<file path="config.mk">
export PLATFORM = sky130hd
export DESIGN_NAME = i2c_pkt_seq
export DESIGN_NICKNAME = d
export VERILOG_FILES = /design/src/rtl/i2c_pkt_seq_pkg.sv /design/src/rtl/i2c_hdr_decode.sv /design/src/rtl/i2c_byte_lane.sv /design/src/rtl/i2c_pkt_seq.sv
export SDC_FILE = /design/constraint.sdc
export NUM_CORES = 1
export LEC_CHECK = 0
export ABC_CLOCK_PERIOD_IN_PS = 3350
export CAP_MARGIN = 25
export CELL_PAD_IN_SITES_DETAIL_PLACEMENT = 0
export CELL_PAD_IN_SITES_GLOBAL_PLACEMENT = 1
export CORE_UTILIZATION = 34
export CTS_BUF_LIST = sky130_fd_sc_hd__clkbuf_4 sky130_fd_sc_hd__clkbuf_8
export DETAILED_ROUTE_END_ITERATION = 8
export HOLD_SLACK_MARGIN = 0.1
export PLACE_DENSITY = 0.67
export SLEW_MARGIN = 20
export SYNTH_ARGS = -nofsm -noshare
export SYNTH_HDL_FRONTEND = slang
export SYNTH_SLANG_ARGS = --single-unit
</file>
<file path="constraint.sdc">
create_clock -name clk_i -period 3.35 [get_ports clk_i]
set_input_delay 0.67 -clock clk_i [delete_from_list [all_inputs] [get_ports clk_i]]
set_output_delay 0.67 -clock clk_i [all_outputs]
set_load 0.01 [all_outputs]
</file>
<file path="src/rtl/i2c_pkt_seq_pkg.sv">
package i2c_pkt_seq_pkg;

  typedef enum logic [2:0] {
    CMD_START = 3'd0,
    CMD_ADDR  = 3'd1,
    CMD_WRITE = 3'd2,
    CMD_READ  = 3'd3,
    CMD_END   = 3'd4
  } cmd_op_e;

  typedef enum logic [1:0] {
    END_STOP   = 2'd0,
    END_RSTART = 2'd1,
    END_CONT   = 2'd2
  } end_kind_e;

  typedef struct packed {
    logic      hs;
    logic      nak_go;
    logic      start_byte;
    logic      rd;
    logic      ten;
    logic      ien;
    end_kind_e end_kind;
    logic [7:0] a7_byte;
    logic [7:0] ten_hi;
    logic [7:0] ten_lo;
  } hdr_cfg_t;

  localparam int unsigned PROTO_BIT = 4;

endpackage

</file>
<file path="src/rtl/i2c_hdr_decode.sv">
module i2c_hdr_decode
  import i2c_pkt_seq_pkg::*;
(
  input  logic [31:0] word_i,
  output hdr_cfg_t    cfg_o
);

  logic unused_bits;
  assign unused_bits = ^{word_i[31:23], word_i[14:10]};

  always_comb begin
    cfg_o.hs         = word_i[22];
    cfg_o.nak_go     = word_i[21];
    cfg_o.start_byte = word_i[20];
    cfg_o.rd         = word_i[19];
    cfg_o.ten        = word_i[18];
    cfg_o.ien        = word_i[17];
    if (word_i[15])      cfg_o.end_kind = END_CONT;
    else if (word_i[16]) cfg_o.end_kind = END_RSTART;
    else                 cfg_o.end_kind = END_STOP;
    cfg_o.a7_byte = {word_i[7:1], word_i[19]};
    cfg_o.ten_hi  = {5'b11110, word_i[9:8], 1'b0};
    cfg_o.ten_lo  = word_i[7:0];
  end

endmodule

</file>
<file path="src/rtl/i2c_byte_lane.sv">
module i2c_byte_lane #(
  parameter int unsigned WORD_W = 32,
  localparam int unsigned LANES  = WORD_W / 8,
  localparam int unsigned LANE_W = $clog2(LANES)
) (
  input  logic              clk_i,
  input  logic              rst_ni,
  input  logic              clear_i,
  input  logic              load_i,
  input  logic [WORD_W-1:0] word_i,
  input  logic              step_i,
  input  logic              last_i,
  input  logic              rd_i,
  input  logic [7:0]        rbyte_i,
  output logic              wrap_o,
  output logic [7:0]        wbyte_o,
  output logic [WORD_W-1:0] rx_word_o
);

  logic [LANE_W-1:0] lane_q;
  logic [WORD_W-1:0] wbuf_q, rbuf_q;

  assign wrap_o    = last_i || (lane_q == LANE_W'(LANES - 1));
  assign wbyte_o   = wbuf_q[8*lane_q +: 8];
  assign rx_word_o = rbuf_q | ({{(WORD_W-8){1'b0}}, rbyte_i} << (8*lane_q));

  always_ff @(posedge clk_i or negedge rst_ni) begin
    if (!rst_ni) begin
      lane_q <= '0;
      rbuf_q <= '0;
      wbuf_q <= '0;
    end else begin
      if (load_i) wbuf_q <= word_i;
      if (clear_i) begin
        lane_q <= '0;
        rbuf_q <= '0;
      end else if (step_i) begin
        if (wrap_o) begin
          lane_q <= '0;
          rbuf_q <= '0;
        end else begin
          lane_q <= lane_q + LANE_W'(1);
          if (rd_i) rbuf_q[8*lane_q +: 8] <= rbyte_i;
        end
      end
    end
  end


  lane_wrap_chk: assert property (@(posedge clk_i) disable iff (!rst_ni)
    step_i && wrap_o && !clear_i |=> lane_q == '0);

endmodule

</file>
<file path="src/rtl/i2c_pkt_seq.sv">
module i2c_pkt_seq
  import i2c_pkt_seq_pkg::*;
#(
  parameter int unsigned LVL_W          = 5,
  parameter int unsigned CNT_W          = 12,
  parameter bit          HAS_PKT_IRQ_EN = 1'b1
) (
  input  logic             clk_i,
  input  logic             rst_ni,
  input  logic [31:0]      tx_data_i,
  input  logic [LVL_W-1:0] tx_level_i,
  output logic             tx_pop_o,
  output logic [31:0]      rx_data_o,
  output logic             rx_push_o,
  output logic             cmd_valid_o,
  output logic [2:0]       cmd_op_o,
  output logic [7:0]       cmd_data_o,
  output logic             cmd_hs_o,
  input  logic             cmd_ready_i,
  input  logic             eng_done_i,
  input  logic             eng_nack_i,
  input  logic [7:0]       eng_rdata_i,
  input  logic             eng_arb_lost_i,
  output logic             nack_o,
  output logic             arb_lost_o,
  output logic             pkt_done_o
);

  typedef enum logic [3:0] {
    ST_IDLE, ST_H1, ST_H2, ST_SB_START, ST_SB_BYTE, ST_START,
    ST_A1, ST_A2, ST_RS, ST_A3, ST_DATA, ST_END
  } state_e;

  state_e     state_q, entry_st;
  hdr_cfg_t   cfg_q, cfg_d;
  logic [CNT_W-1:0] rem_q;
  logic       wait_q, wvalid_q, abort_q, rs_q, cont_q;
  logic       nack_q, done_q, arb_q;
  logic       issuing, fin, arb, nack_hit, last, pkt_en, step, wrap;
  logic [7:0] wbyte;
  cmd_op_e    op;

  i2c_hdr_decode u_dec (.word_i(tx_data_i), .cfg_o(cfg_d));

  assign last   = (rem_q == '0);
  assign pkt_en = cfg_q.ien || !HAS_PKT_IRQ_EN;
  assign fin    = wait_q && eng_done_i;
  assign arb    = eng_arb_lost_i && (state_q != ST_IDLE);
  assign step   = fin && !arb && (state_q == ST_DATA);
  assign nack_hit = fin && !arb && eng_nack_i &&
                    ((state_q inside {ST_A1, ST_A2, ST_A3}) ||
                     (state_q == ST_DATA && !cfg_q.rd));

  always_comb begin
    tx_pop_o = 1'b0;
    unique case (state_q)
      ST_IDLE: tx_pop_o = (tx_level_i >= LVL_W'(3));
      ST_H1, ST_H2: tx_pop_o = 1'b1;
      ST_DATA: tx_pop_o = !cfg_q.rd && !wvalid_q && !wait_q && (tx_level_i != '0);
      default: tx_pop_o = 1'b0;
    endcase
  end

  i2c_byte_lane #(.WORD_W(32)) u_lane (
    .clk_i    (clk_i),
    .rst_ni   (rst_ni),
    .clear_i  (state_q == ST_H2),
    .load_i   (tx_pop_o && state_q == ST_DATA),
    .word_i   (tx_data_i),
    .step_i   (step),
    .last_i   (last),
    .rd_i     (cfg_q.rd),
    .rbyte_i  (eng_rdata_i),
    .wrap_o   (wrap),
    .wbyte_o  (wbyte),
    .rx_word_o(rx_data_o)
  );

  assign rx_push_o = step && cfg_q.rd && wrap;

  // first command state of a new packet, skipping what chaining already did
  always_comb begin
    if (cont_q)                entry_st = ST_DATA;
    else if (cfg_d.start_byte) entry_st = rs_q ? ST_SB_BYTE : ST_SB_START;
    else                       entry_st = rs_q ? ST_A1 : ST_START;
  end

  always_comb begin
    issuing    = 1'b1;
    op         = CMD_START;
    cmd_data_o = 8'h00;
    unique case (state_q)
      ST_SB_START, ST_START, ST_RS: op = CMD_START;
      ST_SB_BYTE: begin op = CMD_WRITE; cmd_data_o = 8'h01; end
      ST_A1: begin op = CMD_ADDR; cmd_data_o = cfg_q.ten ? cfg_q.ten_hi : cfg_q.a7_byte; end
      ST_A2: begin op = CMD_ADDR; cmd_data_o = cfg_q.ten_lo; end
      ST_A3: begin op = CMD_ADDR; cmd_data_o = cfg_q.ten_hi | 8'h01; end
      ST_DATA: begin
        if (cfg_q.rd) begin
          op = CMD_READ;
          cmd_data_o = {7'd0, last && cfg_q.end_kind != END_CONT};
        end else begin
          op = CMD_WRITE;
          cmd_data_o = wbyte;
          issuing = wvalid_q;
        end
      end
      ST_END: begin
        op = CMD_END;
        cmd_data_o = {7'd0, !abort_q && cfg_q.end_kind == END_RSTART};
      end
      default: issuing = 1'b0;
    endcase
  end

  assign cmd_op_o    = op;
  assign cmd_valid_o = issuing && !wait_q;
  assign cmd_hs_o    = cfg_q.hs && (state_q != ST_IDLE);
  assign nack_o      = nack_q;
  assign arb_lost_o  = arb_q;
  assign pkt_done_o  = done_q;

  always_ff @(posedge clk_i or negedge rst_ni) begin
    if (!rst_ni) begin
      state_q  <= ST_IDLE;
      cfg_q    <= '0;
      rem_q    <= '0;
      wait_q   <= 1'b0;
      wvalid_q <= 1'b0;
      abort_q  <= 1'b0;
      rs_q     <= 1'b0;
      cont_q   <= 1'b0;
      nack_q   <= 1'b0;
      done_q   <= 1'b0;
      arb_q    <= 1'b0;
    end else begin
      nack_q <= nack_hit;
      done_q <= 1'b0;
      arb_q  <= arb;
      if (arb) begin
        state_q  <= ST_IDLE;
        wait_q   <= 1'b0;
        wvalid_q <= 1'b0;
        rs_q     <= 1'b0;
        cont_q   <= 1'b0;
      end else begin
        if (cmd_valid_o && cmd_ready_i) wait_q <= 1'b1;
        if (fin) wait_q <= 1'b0;
        if (tx_pop_o && state_q == ST_DATA) wvalid_q <= 1'b1;
        if (step && wrap) wvalid_q <= 1'b0;
        unique case (state_q)
          ST_IDLE: if (tx_pop_o && tx_data_i[PROTO_BIT]) state_q <= ST_H1;
          ST_H1: begin
            rem_q   <= tx_data_i[CNT_W-1:0];
            state_q <= ST_H2;
          end
          ST_H2: begin
            cfg_q   <= cfg_d;
            abort_q <= 1'b0;
            rs_q    <= 1'b0;
            cont_q  <= 1'b0;
            state_q <= entry_st;
          end
          ST_SB_START: if (fin) state_q <= ST_SB_BYTE;
          ST_SB_BYTE:  if (fin) state_q <= ST_START;
          ST_START:    if (fin) state_q <= ST_A1;
          ST_RS:       if (fin) state_q <= ST_A3;
          ST_A1, ST_A2, ST_A3: if (fin) begin
            if (nack_hit && !cfg_q.nak_go) begin
              abort_q <= 1'b1;
              state_q <= ST_END;
            end else if (state_q == ST_A1 && cfg_q.ten) state_q <= ST_A2;
            else if (state_q == ST_A2 && cfg_q.rd)     state_q <= ST_RS;
            else                                        state_q <= ST_DATA;
          end
          ST_DATA: if (fin) begin
            if (nack_hit && !cfg_q.nak_go) begin
              abort_q  <= 1'b1;
              wvalid_q <= 1'b0;
              state_q  <= ST_END;
            end else if (last) begin
              if (cfg_q.end_kind == END_CONT) begin
                done_q  <= pkt_en;
                cont_q  <= 1'b1;
                state_q <= ST_IDLE;
              end else begin
                state_q <= ST_END;
              end
            end else begin
              rem_q <= rem_q - CNT_W'(1);
            end
          end
          ST_END: if (fin) begin
            done_q  <= !abort_q && pkt_en;
            rs_q    <= !abort_q && cfg_q.end_kind == END_RSTART;
            state_q <= ST_IDLE;
          end
          default: state_q <= ST_IDLE;
        endcase
      end
    end
  end


  cmd_hold_chk: assert property (@(posedge clk_i) disable iff (!rst_ni)
    cmd_valid_o && !cmd_ready_i && !eng_arb_lost_i |=>
      cmd_valid_o && $stable(cmd_op_o) && $stable(cmd_data_o));


  arb_idle_chk: assert property (@(posedge clk_i) disable iff (!rst_ni)
    eng_arb_lost_i && state_q != ST_IDLE |=> state_q == ST_IDLE && !cmd_valid_o);


  pop_level_chk: assert property (@(posedge clk_i) disable iff (!rst_ni)
    tx_pop_o |-> tx_level_i != '0);


  nack_src_chk: assert property (@(posedge clk_i) disable iff (!rst_ni)
    nack_o |-> $past(eng_done_i && eng_nack_i));


  done_src_chk: assert property (@(posedge clk_i) disable iff (!rst_ni)
    pkt_done_o |-> $past(eng_done_i) && !arb_lost_o);

endmodule

</file>
==> flow_summary.toml, run 1 <==
[clock_network]
ctsRootBufferMaster = "clkbuf_8"
clk_latency_ns = 0.38
clk_path_buf_depth = 2
tritoncts = "yes"
cts_sinks = 108
clk_pin_slew_worst_paths_ns = 0.11
htreeDepth = 3
cts_buffers = 9

[detailed_routing]
totalWireLength_um = 15900
drt_first_pass_iters = 4
wl_per_cell_um = 18.5
drcViolationCount = 0
dr_total_vias = 4518
drtAntennaViolNets = 0
vias_per_cell = 5.24
drt_iter0_markers = 275

[critical_path]
worstRegToRegCells = 8
worst_path_most_repeated_cell = "nor2_1"
crit_slowest_cell = "clkdlybuf4s50_1"
slowest_delay_ns = 0.58
cp-start-kind = "flip-flop"
cp.required_ns = 2.68
arrival_ns = 2.52
r2r_slack_ns = 0.60
worstReg2RegEnd = "state_q[1]"
timing.rr.start = "state_q[2]"
crit_fanout = 6
setup.worst_path.end_class = "primary output"
path_class = "flip-flop to primary output"
cp_cell_sequence = "inv_1 > ha_1 > nor4b_4 > and4_4 > nor2_1 > nor2_1 > clkdlybuf4s50_1"

[timing]
drv_slew = 0
setup_violations = 0
relSlewSlack_pct = 54.4
whs_ns = 0.308
tightest_slew_ns = 0.681
grt_setup_unrepaired = "no"
max_freq_ghz = 0.313
post-route-period-util_pct = 95.2
tns_ns = 0
final_hold_viol_count = 0
fin_crit_ns = 3.19
finalClockSkew_ns = 0.0143

[floorplanning]
boundaryPins = 101
initial_core_util_pct = 34.8
die_h_um = 129
die_area_mm2 = 0.0167
rows = 46
die_width_um = 129
core_mm2 = 0.0158

[placement]
io_buffers = 100
hpwlAfterDp_um = 11900
place_congestion = 0.883

[power_and_ir_drop]
pwr-share-seq_pct = 38.9
vdd_drop_max_mv = 0.413
p_sw_share_pct = 38.9
pwr-share-clk_pct = 14.1
p_comb_share_pct = 47.0
p_leak_nw = 3.27
power_mw = 5.39
p_int_mw = 3.29
power.density_mw_per_mm2 = 760
switchingPower_mw = 2.09

[yosys]
ys_types = 53
synth-edff-count = 0
synth-simple-area-share_pct = 14.6
synth_area_per_cell_um2 = 10.4
ys_top_cells_by_count = "108 x dfrtp_1, 61 x nand2_1, 48 x mux2_2, 42 x nor2_1, 34 x a21o_1"
yosys.area_share.adder_pct = 1.36
synthMuxAreaShare_pct = 13.1
ys_seq_area_share_pct = 49.1
synthesis.nets = 585
yosys.area_share.xor_xnor_pct = 0.159
yosysMostFrequentCell = "dfrtp_1"
synth_top_family_by_area = "compound AO/OA/AOI/OAI gates"
ys_ff_latch = 108
synth_area_leaders = "dfrtp_1 49%, mux2_2 9.8%, a21o_1 4.6%"
syn_area_mm2 = 0.00550
yosys.area.top_type = "dfrtp_1"
ys_warn_count = 0
synth_ff_type = "dfrtp_1"
syn_inst = 528
synth_top_area_share_pct = 49.1
synth_compound_area_share_pct = 18.8
async_flop_share_pct = 100

[global_routing]
grt.total_usage_pct = 20.3
grt_overflow = 0
grt_pass1_vias = 4567
grt_first_pass_wirelength_um = 25600
antenna_found_initial = 0
grt_max_degree = 49

[cells_and_area]
diodes = 0
final_util_pct = 44.7
nets = 698
layout-drive-gt1-share_pct = 17.0
synthToLayoutAreaGrowth_pct = 28.8

[flow_run]
drv_cap = 0

[worst_hold_path]
worst_hold_path_type = "input pin to asynchronous set/reset pin"

[status]
status = "complete, no violations"
[power by group through the flow]
stage                     registers [mW]  logic [mW]  clock network [mW]
after floorplan                     1.97        1.63                   0
after global placement              2.09        2.50                   0
after detailed placement            2.11        2.53                   0
after CTS                           2.09        2.54               0.794
after global routing                2.16        2.79               0.844
final                               2.10        2.53               0.759
[cells by family (layout without fill, tap and decap cells)]
family | Yosys count | after routing
simple gates | 166 | 166
mux | 56 | 56
compound gates | 151 | 151
buf+inv | 40 | 158
flops | 108 | 108
xor+xnor | 1 | 1
fa+ha+maj | 6 | 6
[placed cells by master, fill, tap and decap left out, types with 3 or more instances in the layout]
cell and n:
a211oi_1 3, a21o_1 34, a21oi_1 27, a22o_1 20
a22oi_1 9, a31oi_1 6, and2_1 5, buf_4 29
clkbuf_8 9, clkdlybuf4s50_1 98, dfrtp_1 108, ha_1 6
inv_1 14, mux2_2 48, mux4_2 8, nand2_1 61
nand3_1 14, nor2_1 42, nor2b_1 12, nor3_1 12
o21ai_0 27, o22ai_1 5
[layer usage]
metal,global-route usage (%),vias to the layer above,wire [µm]
li1,-,2139,-
met1,28.2,2269,7490
met2,32.3,98,7550
met3,4.09,12,629
met4,5.33,0,261
met5,0,-,0
[stage by stage]
step | setup WS, ns | std cells | cell area [µm²]
6_report | 0.160 | 862 | 7080
5_1_grt | 0.0102 | 862 | 7080
4_1_cts | 0.0570 | 861 | 7070
3_5_place_dp | 0.183 | 845 | 6870
3_3_place_gp | 0.298 | 845 | 6870
2_1_floorplan | 0.633 | 528 | 5500
[flip-flops by register name (all words and copies together), names as in the netlist, 2 cells and up]
name / count
u_lane.rbuf_q: 32
rem_q: 12
state_q: 4
u_lane.lane_q: 2
u_lane.wbuf_q: 32
cfg_q: 17
[worst max-delay path, delay by kind of cell, from the launching register on]
| family | cells | cell delay (ns) |
|---|---|---|
| adder cells (fa/ha/maj) | 1 | 0.22 |
| buffers and inverters | 2 | 0.68 |
| AND/OR/NAND/NOR | 4 | 0.83 |
| flip-flops | 1 | 0.40 |
[how the worst max path moves through the flow]
stage                           from  cells after the start                 to  slack [ns]
floorplan           u_lane.lane_q[0]                      8  u_lane.rbuf_q[16]        0.63
global placement          eng_done_i                      6          rx_push_o        0.30
detailed placement          rem_q[0]                      7      cmd_data_o[0]        0.18
CTS                         rem_q[0]                      7      cmd_data_o[0]        0.06
global route                rem_q[0]                      7          rx_push_o        0.01
finish                      rem_q[0]                      7          rx_push_o        0.16
[repair_timing]
action,in CTS,in global routing
endpoints found under the setup margin,2,9
resized for setup,4,2
setup buffers,0,1
hold buffers,0,0
gates cloned,0,0
pin swaps,0,1
[final cells by class]
type	instances	area (µm²)
Fill cell	1546	8750
Sequential cell	108	2700
Multi-Input combinational cell	380	2660
Timing Repair Buffer	128	1210
Tap cell	216	270
Clock buffer	9	124
Clock inverter	7	57.6
Inverter	14	52.6
(Power assumes the default switching activity.)
==> run 2: changes to the inputs <==
- CAP_MARGIN: 25 -> unset
- SETUP_SLACK_MARGIN: unset -> 0.02
==> flow_summary.toml, run 2 (synthesis results as in run 1) <==
[status]
status = "complete, no violations"

[timing]
final_hold_viol_count = 0
fin_crit_ns = 3.09
relSlewSlack_pct = 53.4
grt_setup_unrepaired = "no"
tns_ns = 0
setup_violations = 0
tightest_slew_ns = 0.698
finalClockSkew_ns = 0.0140
max_freq_ghz = 0.324
drv_slew = 0
post-route-period-util_pct = 92.3

[clock_network]
clk_path_buf_depth = 2
clk_latency_ns = 0.39
tritoncts = "yes"
ctsRootBufferMaster = "clkbuf_8"
clk_pin_slew_worst_paths_ns = 0.11
cts_buffers = 9
htreeDepth = 3
postCtsHoldBufs = 0
cts_sinks = 108

[power_and_ir_drop]
pwr-share-clk_pct = 14.1
p_int_mw = 3.29
pwr-share-seq_pct = 39.0
power.density_mw_per_mm2 = 760
p_sw_share_pct = 38.9
switchingPower_mw = 2.09
vdd_drop_max_mv = 0.413
p_leak_nw = 3.29
p_comb_share_pct = 46.9

[placement]
placed_cells = 845
hpwlAfterDp_um = 11900
post_dp_cell_area_mm2 = 0.00687
io_buffers = 100
place_congestion = 0.883

[detailed_routing]
drt_first_pass_iters = 7
totalWireLength_um = 16000
drt_iter0_markers = 214
wl_per_cell_um = 18.5
drcViolationCount = 0
dr_total_vias = 4524
drtAntennaViolNets = 0
vias_per_cell = 5.25

[cells_and_area]
final_cell_area_mm2 = 0.00708
layout_commonest_cell = "dfrtp_1"
nets = 698
top_regs = "u_lane.rbuf_q x32, u_lane.wbuf_q x32, cfg_q x17"
layout.cells.non_filler = 862
synthToLayoutAreaGrowth_pct = 28.8
final_cell_mix = "108 x dfrtp_1, 97 x clkdlybuf4s50_1, 61 x nand2_1"
layout-drive-gt1-share_pct = 17.0
diodes = 0

[critical_path]
cp_cell_sequence = "buf_4 > nand4bb_1 > nand2_1 > nand2_1 > nand2_1 > clkdlybuf4s50_1"
worstRegToRegCells = 8
path_class = "flip-flop to primary output"
r2r_slack_ns = 0.59
worst_path_most_repeated_cell = "nand2_1"
cp-start-kind = "flip-flop"
slowest_delay_ns = 0.54
crit_fanout = 17
setup.worst_path.end_class = "primary output"
arrival_ns = 2.42
cp.required_ns = 2.68
timing.rr.start = "state_q[2]"
crit_slowest_cell = "clkdlybuf4s50_1"
worstReg2RegEnd = "state_q[1]"

[floorplanning]
die_width_um = 129
die_area_mm2 = 0.0167
die_h_um = 129
core_mm2 = 0.0158
rows = 46
boundaryPins = 101
initial_core_util_pct = 34.8

[global_routing]
grt_overflow = 0
grt.total_usage_pct = 20.3
grt_pass1_vias = 4567
grt_max_degree = 49
grt_first_pass_wirelength_um = 25600
antenna_found_initial = 0

[worst_hold_path]
worst_hold_path_type = "input pin to asynchronous set/reset pin"

[flow_run]
drv_cap = 0
[run 2: changes by cell type in the layout (fill, tap and decap cells not counted), sizes merged]
cell	previous run	this run
clkdlybuf4s50	98	97
dlymetal6s2s	1	2
[run 2: cell type report]
class / instances / area (µm²)
flip-flops and latches: 108 / 2700
fillers: 1548 / 8740
well taps: 216 / 270
inverters: 14 / 52.6
clock buffers: 9 / 124
clock inverters: 7 / 57.6
multi-input cells: 380 / 2660
repair buffers: 128 / 1210
[run 2: how the worst max path moves through the flow]
| stage | startpoint | end | slack, ns | cells after the start |
|---|---|---|---|---|
| after floorplan | u_lane.lane_q[0] | u_lane.rbuf_q[16] | 0.63 | 8 |
| after global placement | eng_done_i | rx_push_o | 0.30 | 6 |
| after detailed placement | rem_q[0] | cmd_data_o[0] | 0.18 | 7 |
| after CTS | rem_q[0] | cmd_data_o[0] | 0.06 | 7 |
| after global routing | state_q[1] | cmd_data_o[4] | 0.09 | 6 |
| final | state_q[1] | cmd_data_o[4] | 0.26 | 6 |
[run 2: critical path, delay by kind of cell (launching register included)]
kind / cells / cell delay (ns)
and+or+nand+nor: 4 / 0.85
buffers and inverters: 2 / 0.75
DFF: 1 / 0.42
[run 2: what timing repair did]
| action | 4_1_cts | 5_1_grt |
|---|---|---|
| gates resized for setup | 4 | 3 |
| endpoints found under the setup margin | 2 | 10 |
| buffers inserted | 0 | 1 |
| pin swaps | 0 | 1 |
[run 2: metal layers]
layer  up-vias  routed length [µm]  track usage [%]
met4         0                 263             5.33
met5         -                   0                0
met1      2269                7490             28.2
met2        99                7570             32.3
met3        11                 628             4.09
li1       2145                   -                -
[run 2: power groups by stage]
stage               registers [mW]  logic (mW)  clock network, mW
floorplan                     1.97        1.63                  0
global placement              2.09        2.50                  0
detailed placement            2.11        2.53                  0
CTS                           2.09        2.54              0.794
global route                  2.16        2.79              0.844
finish                        2.10        2.53              0.760
[run 2: through the flow]
step	power, mW	setup WS, ns	util [%]	hold slack [ns]
floorplan	3.60	0.633	-	0.374
global placement	4.59	0.298	43.4	0.452
detailed placement	4.64	0.183	43.4	0.459
CTS	5.43	0.0570	44.6	0.313
global route	5.79	0.0861	44.8	0.326
finish	5.38	0.259	44.8	0.305
